$ cat src/rtl/sched_pkg.sv
package sched_pkg;

    typedef enum logic [1:0] {
        PH_IDLE   = 2'd0,
        PH_LOAD   = 2'd1,
        PH_EXPAND = 2'd2
    } phase_e;

    // number of past words the recurrence reaches back over
    localparam int HIST_WORDS = 16;

    // small and large sigma constants
    localparam int S0_RA = 7;
    localparam int S0_RB = 18;
    localparam int S0_SH = 3;
    localparam int S1_RA = 17;
    localparam int S1_RB = 19;
    localparam int S1_SH = 10;

    // tap indices on the history line
    localparam int TAP_W16   = 0;
    localparam int TAP_W7    = 1;
    localparam int TAP_S0A_L = 2;
    localparam int TAP_S0A_H = 3;
    localparam int TAP_S0B_L = 4;
    localparam int TAP_S0B_H = 5;
    localparam int TAP_S0S   = 6;
    localparam int TAP_S1A_L = 7;
    localparam int TAP_S1A_H = 8;
    localparam int TAP_S1B_L = 9;
    localparam int TAP_S1B_H = 10;
    localparam int TAP_S1S   = 11;
    localparam int NTAP      = 12;

    // age in clocks of the bit a tap must deliver; the _H taps serve
    // rotate positions that wrap past the end of the word
    function automatic int tap_age(input int w, input int idx);
        case (idx)
            TAP_W16:   return 16 * w;
            TAP_W7:    return 7 * w;
            TAP_S0A_L: return 15 * w - S0_RA;
            TAP_S0A_H: return 16 * w - S0_RA;
            TAP_S0B_L: return 15 * w - S0_RB;
            TAP_S0B_H: return 16 * w - S0_RB;
            TAP_S0S:   return 15 * w - S0_SH;
            TAP_S1A_L: return 2 * w - S1_RA;
            TAP_S1A_H: return 3 * w - S1_RA;
            TAP_S1B_L: return 2 * w - S1_RB;
            TAP_S1B_H: return 3 * w - S1_RB;
            default:   return 2 * w - S1_SH;
        endcase
    endfunction

endpackage

$ cat src/rtl/sched_history.sv
module sched_history #(
    parameter int WORD_W = 32
) (
    input  logic                     clk,
    input  logic                     rst_n,
    input  logic                     en,
    input  logic                     push_bit,
    output logic [sched_pkg::NTAP-1:0] taps
);
    import sched_pkg::*;

    localparam int DEPTH = HIST_WORDS * WORD_W;

    // sr[0] holds the bit pushed one clock ago
    logic [DEPTH-1:0] sr;

    always_ff @(posedge clk) begin
        if (!rst_n) begin
            sr <= '0;
        end else if (en) begin
            sr <= {sr[DEPTH-2:0], push_bit};
        end
    end

    for (genvar t = 0; t < NTAP; t++) begin : g_tap
        assign taps[t] = sr[tap_age(WORD_W, t) - 1];
    end

endmodule

$ cat src/rtl/sched_sigma.sv
module sched_sigma #(
    parameter int WORD_W = 32,
    parameter int ROT_A  = 7,
    parameter int ROT_B  = 18,
    parameter int SHR    = 3,
    localparam int CNT_W = $clog2(WORD_W)
) (
    input  logic [CNT_W-1:0] bpos,
    input  logic             ra_lo,
    input  logic             ra_hi,
    input  logic             rb_lo,
    input  logic             rb_hi,
    input  logic             sh_bit,
    output logic             sig
);
    logic ra, rb, sh;

    always_comb begin
        ra  = ((int'(bpos) + ROT_A) < WORD_W) ? ra_lo : ra_hi;
        rb  = ((int'(bpos) + ROT_B) < WORD_W) ? rb_lo : rb_hi;
        sh  = ((int'(bpos) + SHR) < WORD_W) ? sh_bit : 1'b0;
        sig = ra ^ rb ^ sh;
    end

endmodule

$ cat src/rtl/sched_serial_adder.sv
module sched_serial_adder (
    input  logic clk,
    input  logic rst_n,
    input  logic en,
    input  logic first,
    input  logic a,
    input  logic b,
    output logic s
);
    logic carry_q, cin, cout;

    always_comb begin
        cin  = first ? 1'b0 : carry_q;
        s    = a ^ b ^ cin;
        cout = (a & b) | (a & cin) | (b & cin);
    end

    always_ff @(posedge clk) begin
        if (!rst_n) begin
            carry_q <= 1'b0;
        end else if (en) begin
            carry_q <= cout;
        end
    end

endmodule

$ cat src/rtl/sched_bitserial_expander.sv
module sched_bitserial_expander #(
    parameter int WORD_W = 32
) (
    input  logic clk,
    input  logic rst_n,
    input  logic in_bit,
    input  logic in_sow,
    input  logic in_load,
    output logic w_bit,
    output logic w_sow
);
    import sched_pkg::*;

    localparam int CNT_W = $clog2(WORD_W);

    phase_e            state_q, state_d;
    logic [CNT_W-1:0]  cnt_q, bpos;
    logic              active, new_bit, sum_bit;
    logic [NTAP-1:0]   taps;
    logic              s0_bit, s1_bit;
    logic [1:0]        op_a, op_b, part;

    // next state: every word start re-selects the mode
    always_comb begin
        state_d = state_q;
        if (in_sow) begin
            state_d = in_load ? PH_LOAD : PH_EXPAND;
        end
        bpos   = in_sow ? '0 : cnt_q;
        active = (state_d != PH_IDLE);
    end

    always_ff @(posedge clk) begin
        if (!rst_n) begin
            state_q <= PH_IDLE;
            cnt_q   <= '0;
        end else begin
            state_q <= state_d;
            cnt_q   <= active ? bpos + 1'b1 : '0;
        end
    end

    // outputs of the current phase
    always_comb begin
        unique case (state_d)
            PH_IDLE:   new_bit = 1'b0;
            PH_LOAD:   new_bit = in_bit;
            PH_EXPAND: new_bit = sum_bit;
        endcase
    end

    always_ff @(posedge clk) begin
        if (!rst_n) begin
            w_bit <= 1'b0;
            w_sow <= 1'b0;
        end else begin
            w_bit <= new_bit;
            w_sow <= in_sow;
        end
    end

    sched_history #(.WORD_W(WORD_W)) u_hist (
        .clk      (clk),
        .rst_n    (rst_n),
        .en       (active),
        .push_bit (new_bit),
        .taps     (taps)
    );

    sched_sigma #(.WORD_W(WORD_W), .ROT_A(S0_RA), .ROT_B(S0_RB), .SHR(S0_SH)) u_s0 (
        .bpos   (bpos),
        .ra_lo  (taps[TAP_S0A_L]),
        .ra_hi  (taps[TAP_S0A_H]),
        .rb_lo  (taps[TAP_S0B_L]),
        .rb_hi  (taps[TAP_S0B_H]),
        .sh_bit (taps[TAP_S0S]),
        .sig    (s0_bit)
    );

    sched_sigma #(.WORD_W(WORD_W), .ROT_A(S1_RA), .ROT_B(S1_RB), .SHR(S1_SH)) u_s1 (
        .bpos   (bpos),
        .ra_lo  (taps[TAP_S1A_L]),
        .ra_hi  (taps[TAP_S1A_H]),
        .rb_lo  (taps[TAP_S1B_L]),
        .rb_hi  (taps[TAP_S1B_H]),
        .sh_bit (taps[TAP_S1S]),
        .sig    (s1_bit)
    );

    // adder tree: two leaf serial adders feed one root adder
    assign op_a = {s0_bit, s1_bit};
    assign op_b = {taps[TAP_W16], taps[TAP_W7]};

    for (genvar k = 0; k < 2; k++) begin : g_leaf
        sched_serial_adder u_add (
            .clk   (clk),
            .rst_n (rst_n),
            .en    (active),
            .first (in_sow),
            .a     (op_a[k]),
            .b     (op_b[k]),
            .s     (part[k])
        );
    end

    sched_serial_adder u_root (
        .clk   (clk),
        .rst_n (rst_n),
        .en    (active),
        .first (in_sow),
        .a     (part[0]),
        .b     (part[1]),
        .s     (sum_bit)
    );

endmodule

$ cat config.mk
export PLATFORM = sky130hd
export DESIGN_NAME = sched_bitserial_expander
export DESIGN_NICKNAME = d
export VERILOG_FILES = /design/src/rtl/sched_pkg.sv /design/src/rtl/sched_history.sv /design/src/rtl/sched_sigma.sv /design/src/rtl/sched_serial_adder.sv /design/src/rtl/sched_bitserial_expander.sv
export SDC_FILE = /design/constraint.sdc
export NUM_CORES = 1
export LEC_CHECK = 0
export ABC_CLOCK_PERIOD_IN_PS = 4000
export CAP_MARGIN = 10
export CORE_ASPECT_RATIO = 1.25
export CORE_UTILIZATION = 55
export CTS_CLUSTER_SIZE = 16
export DETAILED_ROUTE_END_ITERATION = 12
export PLACE_DENSITY = 0.71
export SYNTH_ARGS = -nofsm -noshare
export SYNTH_HDL_FRONTEND = slang
export SYNTH_SLANG_ARGS = --single-unit
$ cat constraint.sdc
create_clock -name clk -period 4 [get_ports clk]
set_clock_uncertainty 0.05 [all_clocks]
set_input_delay 0.4 -clock clk [delete_from_list [all_inputs] [get_ports clk]]
set_output_delay 0.4 -clock clk [all_outputs]
set_load 0.01 [all_outputs]
==> After elaboration in Yosys (flattened, before gate mapping) <==
Index checks and enable logic that the tools add are counted.
{ "word_totals": {"regBits": 524, "in_bits": 5, "output_inout_bits": 2, "elab_cells": 64} }
{ "classes": {"add_sub_neg": 7, "magnitude_cmp": 6, "eq_ne": 2, "muxes": 13, "bitwise_logic": 25, "n_reduce_logical": 3} }
{ "ops": {"columns": ["operator", "n"], "rows": [
  ["$lt 32x7->1 const B", 6],
  ["$add 5x5->6 const B", 3],
  ["$xor 1x1->1", 10],
  ["$and 1x1->1", 9],
  ["$mux 1", 9],
  ["$add 5x2->6 const B", 1],
  ["$add 5x3->6 const B", 1],
  ["$add 5x4->6 const B", 1],
  ["$or 1x1->1", 6],
  ["$add 5x1->5 const B", 1],
  ["$mux 5", 1],
  ["$mux 2", 2],
  ["$pmux 1 s3", 1],
  ["$eq 2x1->1 const B", 1],
  ["$eq 2x2->1 const B", 1],
  ["$logic_not 2->1", 1],
  ["$reduce_and 2->1", 1],
  ["$reduce_bool 2->1", 1]
]} }

==> Logic depth before layout (Yosys ltp) <==
Gate-level depths: netlist of run 1.
{ "depth": {"ltp_word": 11, "ltp_mapped": 12, "ltp_nobuf": 11} }

==> Hierarchy <==
A second synthesis of run 1 with hierarchy kept.
{ "unflattened": {"cells_unflattened": 1750, "hier_area_um2": 20726.1} }
{ "by_module_without_submodules": {"columns": ["mod", "instances", "cells_each", "area_each_um2", "seq_area_each_um2"], "rows": [
  ["sched_history", 1, 1662, 19909.1, 10249.8],
  ["sched_bitserial_expander", 1, 42, 432.9, 180.2],
  ["sched_serial_adder", 3, 8, 71.3, 20.0],
  ["sched_sigma (u_s1)", 1, 15, 100.1, 0.0],
  ["sched_sigma (u_s0)", 1, 7, 70.1, 0.0]
]} }

==> Least setup slack after synthesis of run 1 <==
No wires, ideal clock.
{ "synth_path": {"path_type": "input to register", "from": "input port in_sow", "to": "register u_hist.sr[0]", "setup_ps": 128, "arrival_time_ps": 2948, "required_time_ps": 3822, "setup_slack_ps": 875, "path_stages": 12, "n_path_buf": 1, "path_cell_list": "clkbuf_1 inv_1 nand4_1 mux2_4 xnor3_1 fa_1 inv_1 fa_1 a22o_1 nand2_1 o21a_1 nor2_1"} }
{ "synth_via": {"elab_chain_cells": 11, "word_cells_on_any_way": 38, "classes_between": "6 x add/sub; 6 x order compare; 2 x eq/ne; 12 x mux; 10 x bitwise; 2 x reduce/logical"} }
{ "synth_rtl": {"columns": ["element", "line_no", "rtl"], "rows": [
  ["from (decl)", "sched_bitserial_expander.sv:7", "input logic in_sow,"],
  ["$mux 5", "sched_bitserial_expander.sv:29", "bpos = in_sow ? '0 : cnt_q;"],
  ["$add 5x5->6 (tied with other cells)", "sched_sigma.sv:19", "ra = ((int'(bpos) + ROT_A) < WORD_W) ? ra_lo : ra_hi;"],
  ["$lt 32x7->1 (on tied branches)", "sched_sigma.sv:19, sched_sigma.sv:20", null],
  ["$mux 1 (on tied branches)", "sched_sigma.sv:19, sched_sigma.sv:20", null],
  ["$xor 1x1->1 (2 in a row)", "sched_sigma.sv:22", "sig = ra ^ rb ^ sh;"],
  ["$xor 1x1->1 (4 in a row)", "sched_serial_adder.sv:14", "s = a ^ b ^ cin;"],
  ["$pmux 1 s3", "sched_bitserial_expander.sv:45", "unique case (state_d)"],
  ["to (signal assigned)", "sched_history.sv:21", "sr <= {sr[DEPTH-2:0], push_bit};"],
  ["to (decl)", "sched_history.sv:15", "logic [DEPTH-1:0] sr;"]
]} }
Parallel ways exist; a longest one is shown, timed or not.
A chain may end at the register's enable or synchronous reset.

==> Worst setup path in the final report of run 1 <==
{ "layout_path": {"from": "register cnt_q[1]", "to": "register u_hist.sr[0]"} }
{ "layout_via": {"elab_chain_cells": 11, "word_cells_on_any_way": 30, "classes_between": "6 x add/sub; 6 x order compare; 8 x mux; 10 x bitwise"} }
{ "layout_rtl": {"columns": ["element", "line_no", "rtl"], "rows": [
  ["from (decl)", "sched_bitserial_expander.sv:17", "logic [CNT_W-1:0] cnt_q, bpos;"],
  ["from (signal assigned)", "sched_bitserial_expander.sv:39", "cnt_q <= active ? bpos + 1'b1 : '0;"],
  ["$mux 5 *", "sched_bitserial_expander.sv:29", null],
  ["$add 5x5->6 (tied with other cells)", "sched_sigma.sv:19", null],
  ["$lt 32x7->1 (on tied branches)", "sched_sigma.sv:19, sched_sigma.sv:20", null],
  ["$mux 1 (on tied branches)", "sched_sigma.sv:19, sched_sigma.sv:20", null],
  ["$xor 1x1->1 (2 in a row)", "sched_sigma.sv:22", null],
  ["$xor 1x1->1 (2 in a row)", "sched_serial_adder.sv:14", null],
  ["$xor 1x1->1 * (2 in a row)", "sched_serial_adder.sv:14", null],
  ["$pmux 1 s3 *", "sched_bitserial_expander.sv:45", null]
]} }
Every way passes the cells marked *; elsewhere a longest branch is shown, timed or not.

==> results of run 1 <==
path summary, 6_finish.rpt:
check,endpoint,cells after the start,startpoint
max,u_hist.sr[0]$_SDFFE_PN0N_,11,cnt_q[1]$_SDFF_PN0_
max reg2reg,u_hist.sr[0]$_SDFFE_PN0N_,11,cnt_q[1]$_SDFF_PN0_
min reg2reg,u_hist.sr[262]$_SDFFE_PN0N_,2,u_hist.sr[261]$_SDFFE_PN0N_
min,u_hist.sr[262]$_SDFFE_PN0N_,2,u_hist.sr[261]$_SDFFE_PN0N_
cells in the final DEF, fill, tap and decap left out, types with 3 or more instances in the layout:
master / instances
clkbuf_8: 8
nor2_1: 525
buf_12: 11
clkbuf_16: 51
clkbuf_1: 11
o21ai_0: 3
nand2_1: 6
clkinv_2: 6
clkdlybuf4s50_1: 6
dfxtp_1: 524
inv_1: 8
mux2i_1: 515
fa_1: 3
a21oi_1: 6
buf_4: 3
registers in the layout (all words and copies together), names as in the netlist:
signal,cells
state_q,2
u_hist.sr,512
cnt_q,5
g_leaf.u_add.carry_q,2
w_bit,1
w_sow,1
u_root.carry_q,1
metal layers:
| metal | wire, um | vias up |
|---|---|---|
| met2 | 11470 | 82 |
| met1 | 11860 | 4984 |
| met3 | 752 | 54 |
| met4 | 664 | 0 |
| li1 | - | 5629 |
| met5 | 0 | - |
report_power, final:
group          switching (mW)  internal [mW]
Clock                    1.82           2.46
Sequential            0.00296           5.22
Combinational           0.339          0.248
final cells by class:
| type | count | area share [%] |
|---|---|---|
| Sequential cell | 524 | 51.59 |
| Multi-Input combinational cell | 1081 | 36.83 |
| Clock buffer | 70 | 7.022 |
| Tap cell | 418 | 2.572 |
| Timing Repair Buffer | 20 | 1.489 |
| Clock inverter | 9 | 0.2892 |
| Inverter | 9 | 0.2031 |
kinds of logic (layout without fill, tap and decap cells):
logic type	count (synthesis)	in the layout
DFF	524	524
muxes	517	517
AOI/OAI and AO/OA	13	13
buffers and inverters	127	108
and+or+nand+nor	539	539
xor gates and xnor gates	6	6
adders and majority gates	6	6
stage by stage:
stage	util [%]	total power, mW	std cells	worst slack [ns]
floorplan	-	5.856	1732	0.8748
global placement	57.34	5.931	2052	0.3321
detailed placement	57.34	5.934	2052	0.3190
CTS	61.86	10.25	2131	0.6811
global route	61.86	10.49	2131	0.5414
finish	61.86	10.10	2131	0.7002
worst reg2reg max path, delay by kind of cell (launching register included):
family | cells | cell delay [ns]
DFF | 1 | 0.46
and+or+nand+nor | 3 | 0.32
muxes | 1 | 0.35
adders and majority gates | 2 | 0.97
xor gates and xnor gates | 1 | 0.38
AOI/OAI and AO/OA | 3 | 0.56
buffers and inverters | 1 | 0.06
==> results.yml, run 1 <==
finish:
  areaGrowthSynthToFinish_pct: 9.805
  drive_gt1_share_pct: 5.020
  nets: 1696
  multi_input_area_mm2: 0.007488
  nFillCells: 2722
  insertedDiodeCount: 0
  seqCellArea_mm2: 0.01049
  fin_area_mm2: 0.02033
global_routing:
  antenna_found_initial: 0
  grt_overflow: 0
  grt_pass1_wl_um: 44330
  first_global_vias: 10288
  grt.met3_usage_pct: 2.961
  grt_busiest_layer: "met2"
  grt_use_total_pct: 14.71
  grtUsageMet1_pct: 17.40
  grt_start_max_net_pins: 137
  met2_usage_pct: 25.97
timing:
  tightestPinTransition_ns: 0.7712
  slew_headroom_pct: 48.59
  clock.fmax_mhz: 303.1
  finalSetupViolCount: 0
  maxSlewViolCount: 0
  tns_ns: 0
  rsz0062_at_grt: "no"
  worst_hold_slack_ns: 0.4279
  hold_viol: 0
  fin_crit_sh_pct: 82.49
  period_needed_ns: 3.300
logic_synthesis:
  synth_top_family_by_area: "multiplexers"
  synth_flop_cell: "dfxtp_1"
  synthTopCellsByCount: "nor2_1 (525), dfxtp_1 (524), mux2i_1 (515), clkbuf_1 (64), buf_2 (52)"
  synthMuxAreaShare_pct: 27.98
  synth_fp_nets: 1743
  ys_seq_elements: 524
  synth_xor_area_share_pct: 0.4325
  netlist_area_mm2: 0.01852
  yosysSeqAreaShare_pct: 56.65
  synth_cells: 1732
  ys_types: 28
  synth_top_area_share_pct: 56.65
  ys.warnings.count: 0
  yosysMostFrequentCell: "nor2_1"
  async_reset_ff_share_pct: 0
  synth_edf_count: 0
  synth-compound-area-share_pct: 0.4122
  yosys.area_share.simple_pct: 11.02
  yosys.area.top_type: "dfxtp_1"
  syn_area_per_cell_um2: 10.69
  synthAdderAreaFrac_pct: 0.5271
  synth_area_leaders: "dfxtp_1 (57%), mux2i_1 (28%), nor2_1 (11%)"
placed_design:
  dpl_cell_area_mm2: 0.01885
  port_buffers: 6
  dp_hpwl_um: 13740
  gp_congestion: 0.7546
floorplan:
  die_area_mm2: 0.03441
  rows: 74
  die_w_um: 166.1
  die_y_um: 207.1
  start_util_pct: 56.33
  core_area_mm2: 0.03287
  pin_count: 7
clocking:
  ctsHoldBuffers: 0
  post_cts_buffers: 0
  root_buffer: "clkbuf_16"
  numCtsBuffers: 49
  cts_buffer_depth: 3
  cts_resized: 0
  htree_levels: 2
  cts_sinks: 524
  cts_tree: "yes"
  clkLatencyLatePin_ns: 0.56
  path_clk_slew_ns: 0.06
worst_setup_path:
  crit_fanout: 8
  r2r_setup_slack_ns: 0.70
  cpMostUsedCell: "fa_1"
  path_buf_inv: 1
  cp.arrival_ns: 3.66
  crit_chain: "nand4_1, a21oi_1, mux2_2, xnor3_1, fa_1, inv_1, fa_1, a22o_1, nand2_1, o21a_1, nor2_1"
  max_stage_delay_ns: 0.51
  crit_family: "adder cells"
  start_kind: "flip-flop"
  slowest_stage: "fa_1"
  critPathCaptureType: "flip-flop"
  required_ns: 4.36
  worst-setup-path-type: "reg -> reg"
detailed_routing:
  drt-vias-per-instance: 5.044
  drt_iter0_drc: 546
  routed_wl_um: 24750
  firstDrtPassIters: 10
  wl_per_cell_um: 11.61
  drcViolationCount: 1
  ant_nets: 0
  vias: 10749
pwr:
  powerDensity_mw_per_mm2: 496.6
  leakage_nw: 8.819
  ir_worst_vdd_uv: 284.1
run_status:
  violations: "DRC"
  status: "complete, but fails checks"
worst_hold_path:
  hold_class: "reg -> reg"
job:
  drv_cap: 0
(Power assumes the default switching activity.)
==> run 2, diff against run 1 <==
--- a/config.mk
+++ b/config.mk
@@ -5,13 +5,13 @@
 export SDC_FILE = /design/constraint.sdc
 export NUM_CORES = 1
 export LEC_CHECK = 0
-export ABC_CLOCK_PERIOD_IN_PS = 4000
+export ABC_CLOCK_PERIOD_IN_PS = 2700
 export CAP_MARGIN = 10
 export CORE_ASPECT_RATIO = 1.25
 export CORE_UTILIZATION = 55
 export CTS_CLUSTER_SIZE = 16
 export DETAILED_ROUTE_END_ITERATION = 12
-export PLACE_DENSITY = 0.71
+export PLACE_DENSITY = 0.73
 export SYNTH_ARGS = -nofsm -noshare
 export SYNTH_HDL_FRONTEND = slang
 export SYNTH_SLANG_ARGS = --single-unit
==> constraint.sdc (replaced) <==
create_clock -name clk -period 2.7 [get_ports clk]
set_clock_uncertainty 0.05 [all_clocks]
set_input_delay 0.27 -clock clk [delete_from_list [all_inputs] [get_ports clk]]
set_output_delay 0.27 -clock clk [all_outputs]
set_load 0.01 [all_outputs]
==> run 2 against run 1 <==
Effect of this change: the flow finishes with violations (DRC, setup timing); register-to-register slack worse by 0.95 ns; via count increased by 2.4%; global-route usage increased by 0.77 points; power increased by 54%; core utilization increased by 2.0 points; sequential power increased by 48%.
==> results.yml, run 2 (synthesis gave the netlist of run 1 again) <==
run_status:
  status: "complete, but fails checks"
  violations: "DRC, setup timing"
finish:
  top_register: "u_hist.sr"
  insertedDiodeCount: 0
  areaGrowthSynthToFinish_pct: 13.37
  largest_register_ff_count: 512
  largestRegisters: "u_hist.sr: 512 flops, cnt_q: 5 flops"
  final_cell_mix: "nor2_1 (525), dfxtp_1 (520), mux2i_1 (515)"
  drive_gt1_share_pct: 7.941
  final_common_cell: "nor2_1"
  nFillCells: 2598
  nets: 1738
worst_setup_path:
  start_kind: "flip-flop"
  reg2reg_from: "cnt_q[2]$_SDFF_PN0_"
  reg2reg_to: "u_hist.sr[0]$_SDFFE_PN0N_"
  cp.arrival_ns: 3.32
  max_stage_delay_ns: 0.49
  cpMostUsedCell: "fa_1"
  crit_fanout: 5
  r2r_setup_slack_ns: -0.25
  crit_chain: "or3_1, nand4_1, mux2_4, xnor3_1, fa_1, inv_1, fa_1, a22o_1, nand2_1, o21a_1, nor2_1"
  path_buf_inv: 1
  critPathCaptureType: "flip-flop"
  r2r_cells: 11
  path_depth: 11
  crit_family: "adder cells"
  required_ns: 3.08
  worst-setup-path-type: "reg -> reg"
  slowest_stage: "fa_1"
detailed_routing:
  drt-vias-per-instance: 5.047
  wl_per_cell_um: 11.99
  wl_met3_um: 715
  drcViolationCount: 1
  wl_met2_um: 12620
  top_layer_used: "met4"
  vias: 11007
  ant_nets: 0
  firstDrtPassIters: 8
  drt_iter0_drc: 478
  routed_wl_um: 26150
  wl_met1_um: 12310
job:
  drv_cap: 0
floorplan:
  die_w_um: 166.1
  rows: 74
  pin_count: 7
  die_y_um: 207.1
  core_area_mm2: 0.03287
  die_area_mm2: 0.03441
  start_util_pct: 56.33
clocking:
  numCtsBuffers: 49
  root_buffer: "clkbuf_16"
  cts_sinks: 524
  cts_tree: "yes"
  cts_buffer_depth: 3
  clkLatencyLatePin_ns: 0.55
  htree_levels: 2
  path_clk_slew_ns: 0.06
global_routing:
  grt_use_total_pct: 15.48
  grt_pass1_wl_um: 46810
  antenna_found_initial: 0
  grt_start_max_net_pins: 90
  first_global_vias: 10910
  grt_overflow: 0
worst_hold_path:
  hold_class: "reg -> reg"
  hold_path_depth: 2
  hold_path_end: "u_hist.sr[442]$_SDFFE_PN0N_"
  hold_path_startpoint: "u_hist.sr[441]$_SDFFE_PN0N_"
placed_design:
  port_buffers: 6
  dp_hpwl_um: 15560
  gp_congestion: 0.7240
timing:
  period_needed_ns: 2.947
  tightestPinTransition_ns: 0.5648
  fin_crit_sh_pct: 109.2
  hold_viol: 0
  maxSlewViolCount: 0
  clock.fmax_mhz: 339.3
  finalSetupViolCount: 2
  finalWorstSetupSlack_ns: -0.2471
  slew_headroom_pct: 62.35
  rsz0062_at_grt: "yes"
  worst_hold_slack_ns: 0.4306
pwr:
  ir_worst_vdd_uv: 473.3
  power.total_mw: 15.56
  leakage_nw: 9.170
  powerDensity_mw_per_mm2: 741.4
## run 2: cell types whose count changed in the layout (fill, tap and decap cells not counted)
cell | before | now
buf_12 | 11 | 26
clkbuf_1 | 11 | 12
inv_8 | 2 | 1
inv_1 | 8 | 7
dfxtp_1 | 524 | 520
clkbuf_8 | 8 | 13
dfxtp_2 | 0 | 2
inv_2 | 0 | 1
clkinv_2 | 6 | 7
buf_4 | 3 | 30
clkinv_4 | 1 | 0
bufinv_16 | 0 | 3
dfxtp_4 | 0 | 2
## run 2: power breakdown
part	leakage [nW]	total [mW]	internal [mW]	switching, mW
clock	0.810	6.83	4.09	2.74
combinational	4.14	0.999	0.466	0.533
sequential	4.22	7.74	7.73	0.00309
total	9.17	15.6	12.3	3.27
## run 2: cell type report
cell class	instances	area (um2)	area share, %
Clock inverter	11	133.9	0.6377
Clock buffer	76	1500	7.146
Inverter	9	41.29	0.1967
Timing Repair Buffer	62	805.8	3.838
Sequential cell	524	10500	50.02
Tap cell	418	523.0	2.491
Multi-Input combinational cell	1081	7488	35.67
## run 2: worst max path at each step
stage | from | endpoint | slack (ns)
floorplan | cnt_q[1]$_SDFF_PN0_ | u_hist.sr[0]$_SDFFE_PN0N_ | -0.15
finish | cnt_q[2]$_SDFF_PN0_ | u_hist.sr[0]$_SDFFE_PN0N_ | -0.25
global placement | in_sow | u_hist.sr[0]$_SDFFE_PN0N_ | -0.51
detailed placement | in_sow | u_hist.sr[0]$_SDFFE_PN0N_ | -0.55
global route | cnt_q[2]$_SDFF_PN0_ | u_hist.sr[0]$_SDFFE_PN0N_ | -0.40
CTS | cnt_q[2]$_SDFF_PN0_ | u_hist.sr[0]$_SDFFE_PN0N_ | -0.25
## run 2: timing repair
item | CTS | global route
setup buffers | 1 | 0
hold buffers | 0 | 0
gates resized for setup | 5 | 2
pin swaps | 2 | 1
endpoints found under the setup margin | 3 | 3
## run 2: per-stage QoR
| stage | util (%) | setup TNS, ns | area, um2 | instances | worst slack, ns |
|---|---|---|---|---|---|
| 2_1_floorplan | - | -0.2092 | 18530 | 1732 | -0.1530 |
| 3_3_place_gp | 58.84 | -1.109 | 19340 | 2093 | -0.5106 |
| 3_5_place_dp | 58.84 | -1.254 | 19340 | 2093 | -0.5524 |
| 4_1_cts | 63.86 | -0.4103 | 20990 | 2181 | -0.2511 |
| 5_1_grt | 63.87 | -0.7341 | 20990 | 2181 | -0.3987 |
| 6_report | 63.87 | -0.4051 | 20990 | 2181 | -0.2471 |
## run 2: worst reg2reg max path, delay by kind of cell, from the launching register on
family | cells | cell delay [ns]
compound gates | 2 | 0.34
xor+xnor | 1 | 0.20
fa+ha+maj | 2 | 0.95
buf+inv | 1 | 0.05
flops | 1 | 0.35
mux | 1 | 0.31
simple gates | 4 | 0.58
## run 2: layer usage
metal,GRT usage (%),vias to the layer above
met1,18.08,5163
li1,-,5723
met2,28.24,79
met5,0,-
met3,2.942,42
met4,5.124,0
==> run 3, diff against run 2 <==
--- a/config.mk
+++ b/config.mk
@@ -5,13 +5,16 @@
 export SDC_FILE = /design/constraint.sdc
 export NUM_CORES = 1
 export LEC_CHECK = 0
-export ABC_CLOCK_PERIOD_IN_PS = 2700
+export ABC_CLOCK_PERIOD_IN_PS = 3700
 export CAP_MARGIN = 10
+export CELL_PAD_IN_SITES_DETAIL_PLACEMENT = 0
+export CELL_PAD_IN_SITES_GLOBAL_PLACEMENT = 1
 export CORE_ASPECT_RATIO = 1.25
-export CORE_UTILIZATION = 55
+export CORE_UTILIZATION = 54
 export CTS_CLUSTER_SIZE = 16
 export DETAILED_ROUTE_END_ITERATION = 12
-export PLACE_DENSITY = 0.73
+export PLACE_DENSITY_LB_ADDON = 0.1
+export REMOVE_ABC_BUFFERS = 1
 export SYNTH_ARGS = -nofsm -noshare
 export SYNTH_HDL_FRONTEND = slang
 export SYNTH_SLANG_ARGS = --single-unit
==> constraint.sdc (replaced) <==
create_clock -name clk -period 3.7 [get_ports clk]
set_clock_uncertainty 0.05 [all_clocks]
set_input_delay 0.37 -clock clk [delete_from_list [all_inputs] [get_ports clk]]
set_output_delay 0.37 -clock clk [all_outputs]
set_load 0.01 [all_outputs]
==> run 3 against run 2 <==
Effect of this change: the flow now finishes without violations; largest cell class unchanged; count of clock-buffer cells in the layout increased by 1; non-clock buffer count decreased by 20; via count decreased by 0.88%.
==> results.yml, run 3 (synthesis gave the netlist of run 1 again) <==
floorplan:
  die_y_um: 209.0
  rows: 75
  start_util_pct: 54.96
  core_area_mm2: 0.03369
  die_area_mm2: 0.03504
  pin_count: 7
  die_w_um: 167.6
global_routing:
  antenna_found_initial: 0
  grt_use_total_pct: 14.82
  grt_pass1_wl_um: 45150
  grt_start_max_net_pins: 114
  first_global_vias: 10364
  grt_overflow: 0
placed_design:
  dpl_cell_area_mm2: 0.01908
  dp_hpwl_um: 14630
  dp_slack_ns: 0.08740
  port_buffers: 6
  gp_congestion: 0.7087
  dp.cells: 2079
pwr:
  leakage_nw: 8.997
  powerDensity_mw_per_mm2: 541.2
  ir_worst_vdd_uv: 398.3
timing:
  clock.fmax_mhz: 308.2
  rsz0062_at_grt: "no"
  maxSlewViolCount: 0
  fin_crit_sh_pct: 87.69
  slew_headroom_pct: 56.48
  hold_viol: 0
  period_needed_ns: 3.245
  finalWorstSetupSlack_ns: 0.4555
  finalSetupViolCount: 0
  tightestPinTransition_ns: 0.6528
  tns_ns: 0
worst_setup_path:
  crit_chain: "nand4_1, a21oi_1, mux2_2, xnor3_1, fa_1, inv_1, fa_1, a22o_1, nand2_1, o21a_1, nor2_1"
  reg2reg_to: "u_hist.sr[0]$_SDFFE_PN0N_"
  crit_fanout: 8
  r2r_setup_slack_ns: 0.46
  max_stage_delay_ns: 0.51
  reg2reg_from: "cnt_q[1]$_SDFF_PN0_"
  cp.arrival_ns: 3.61
  cpMostUsedCell: "fa_1"
  critPathCaptureType: "flip-flop"
  worst-setup-path-type: "reg -> reg"
  required_ns: 4.06
  r2r_cells: 11
  start_kind: "flip-flop"
  cp-startpoint: "cnt_q[1]$_SDFF_PN0_"
  slowest_stage: "fa_1"
finish:
  fin_util_pct: 61.34
  largest_register_ff_count: 512
  final_common_cell: "nor2_1"
  final_cell_mix: "nor2_1 (525), dfxtp_1 (524), mux2i_1 (515)"
  nFillCells: 2881
  instances_no_fill: 2170
  drive_gt1_share_pct: 6.411
  largestRegisters: "u_hist.sr: 512 flops, cnt_q: 5 flops"
  top_register: "u_hist.sr"
  fin_area_mm2: 0.02067
  areaGrowthSynthToFinish_pct: 11.61
  nets: 1719
  insertedDiodeCount: 0
  seqCellArea_mm2: 0.01049
  multi_input_area_mm2: 0.007488
detailed_routing:
  drcViolationCount: 0
  firstDrtPassIters: 6
  vias: 10910
  drt-vias-per-instance: 5.028
  ant_nets: 0
  drt_iter0_drc: 490
  routed_wl_um: 25260
  wl_per_cell_um: 11.64
worst_hold_path:
  hold_path_depth: 2
  hold_path_end: "u_hist.sr[219]$_SDFFE_PN0N_"
  hold_path_startpoint: "u_hist.sr[218]$_SDFFE_PN0N_"
  hold_class: "reg -> reg"
job:
  drv_cap: 0
clocking:
  path_clk_slew_ns: 0.06
  numCtsBuffers: 50
  clkLatencyLatePin_ns: 0.55
  htree_levels: 2
  root_buffer: "clkbuf_16"
  ctsHoldBuffers: 0
  post_cts_buffers: 0
  cts_tree: "yes"
  cts_sinks: 524
  cts_resized: 0
  cts_buffer_depth: 3
run_status:
  status: "complete, no violations"
run 3: worst max path at each step:
stage	end	slack, ns
after floorplan	u_hist.sr[0]$_SDFFE_PN0N_	-15.34
after global placement	u_hist.sr[0]$_SDFFE_PN0N_	0.20
after detailed placement	u_hist.sr[0]$_SDFFE_PN0N_	0.09
after CTS	u_hist.sr[0]$_SDFFE_PN0N_	0.45
after global routing	u_hist.sr[0]$_SDFFE_PN0N_	0.26
final	u_hist.sr[0]$_SDFFE_PN0N_	0.46
run 3: critical path: cells and delay by family (launching register included):
| family | cells | cell delay (ns) |
|---|---|---|
| adders and majority gates | 2 | 0.97 |
| muxes | 1 | 0.35 |
| DFF | 1 | 0.45 |
| and+or+nand+nor | 3 | 0.31 |
| AOI/OAI and AO/OA | 3 | 0.54 |
| xor gates and xnor gates | 1 | 0.38 |
| buffers and inverters | 1 | 0.05 |
run 3: layout make-up:
cell class / count / share of cell area [%]
clock inverter: 14 / 0.5812
multi-input combinational: 1081 / 36.24
sequential: 524 / 50.76
inverter: 9 / 0.1998
timing repair buffer: 42 / 2.567
clock buffer: 77 / 7.096
tap: 423 / 2.561
run 3: metal layers:
layer	vias to the layer above	GRT usage [%]	part of all wire [%]	wire, um
met2	82	25.89	47	11800
met4	0	5.378	2.4	599
met1	5101	18.07	48	12150
met3	39	2.841	2.8	713
li1	5688	-	-	-
met5	-	0	0	0
run 3: power breakdown:
group / internal, mW / total (mW) / switching (mW) / leakage (nW)
registers: 5.65 / 5.65 / 0.00310 / 4.22
clock network: 2.86 / 4.85 / 1.99 / 0.787
logic: 0.300 / 0.683 / 0.382 / 3.99
run 3: stage by stage:
step / total power, mW / hold WS [ns]
global placement: 6.464 / 0.4180
detailed placement: 6.467 / 0.4284
finish: 11.18 / 0.4347
CTS: 11.39 / 0.4353
global route: 11.64 / 0.4583
floorplan: 7.309 / 0.4053
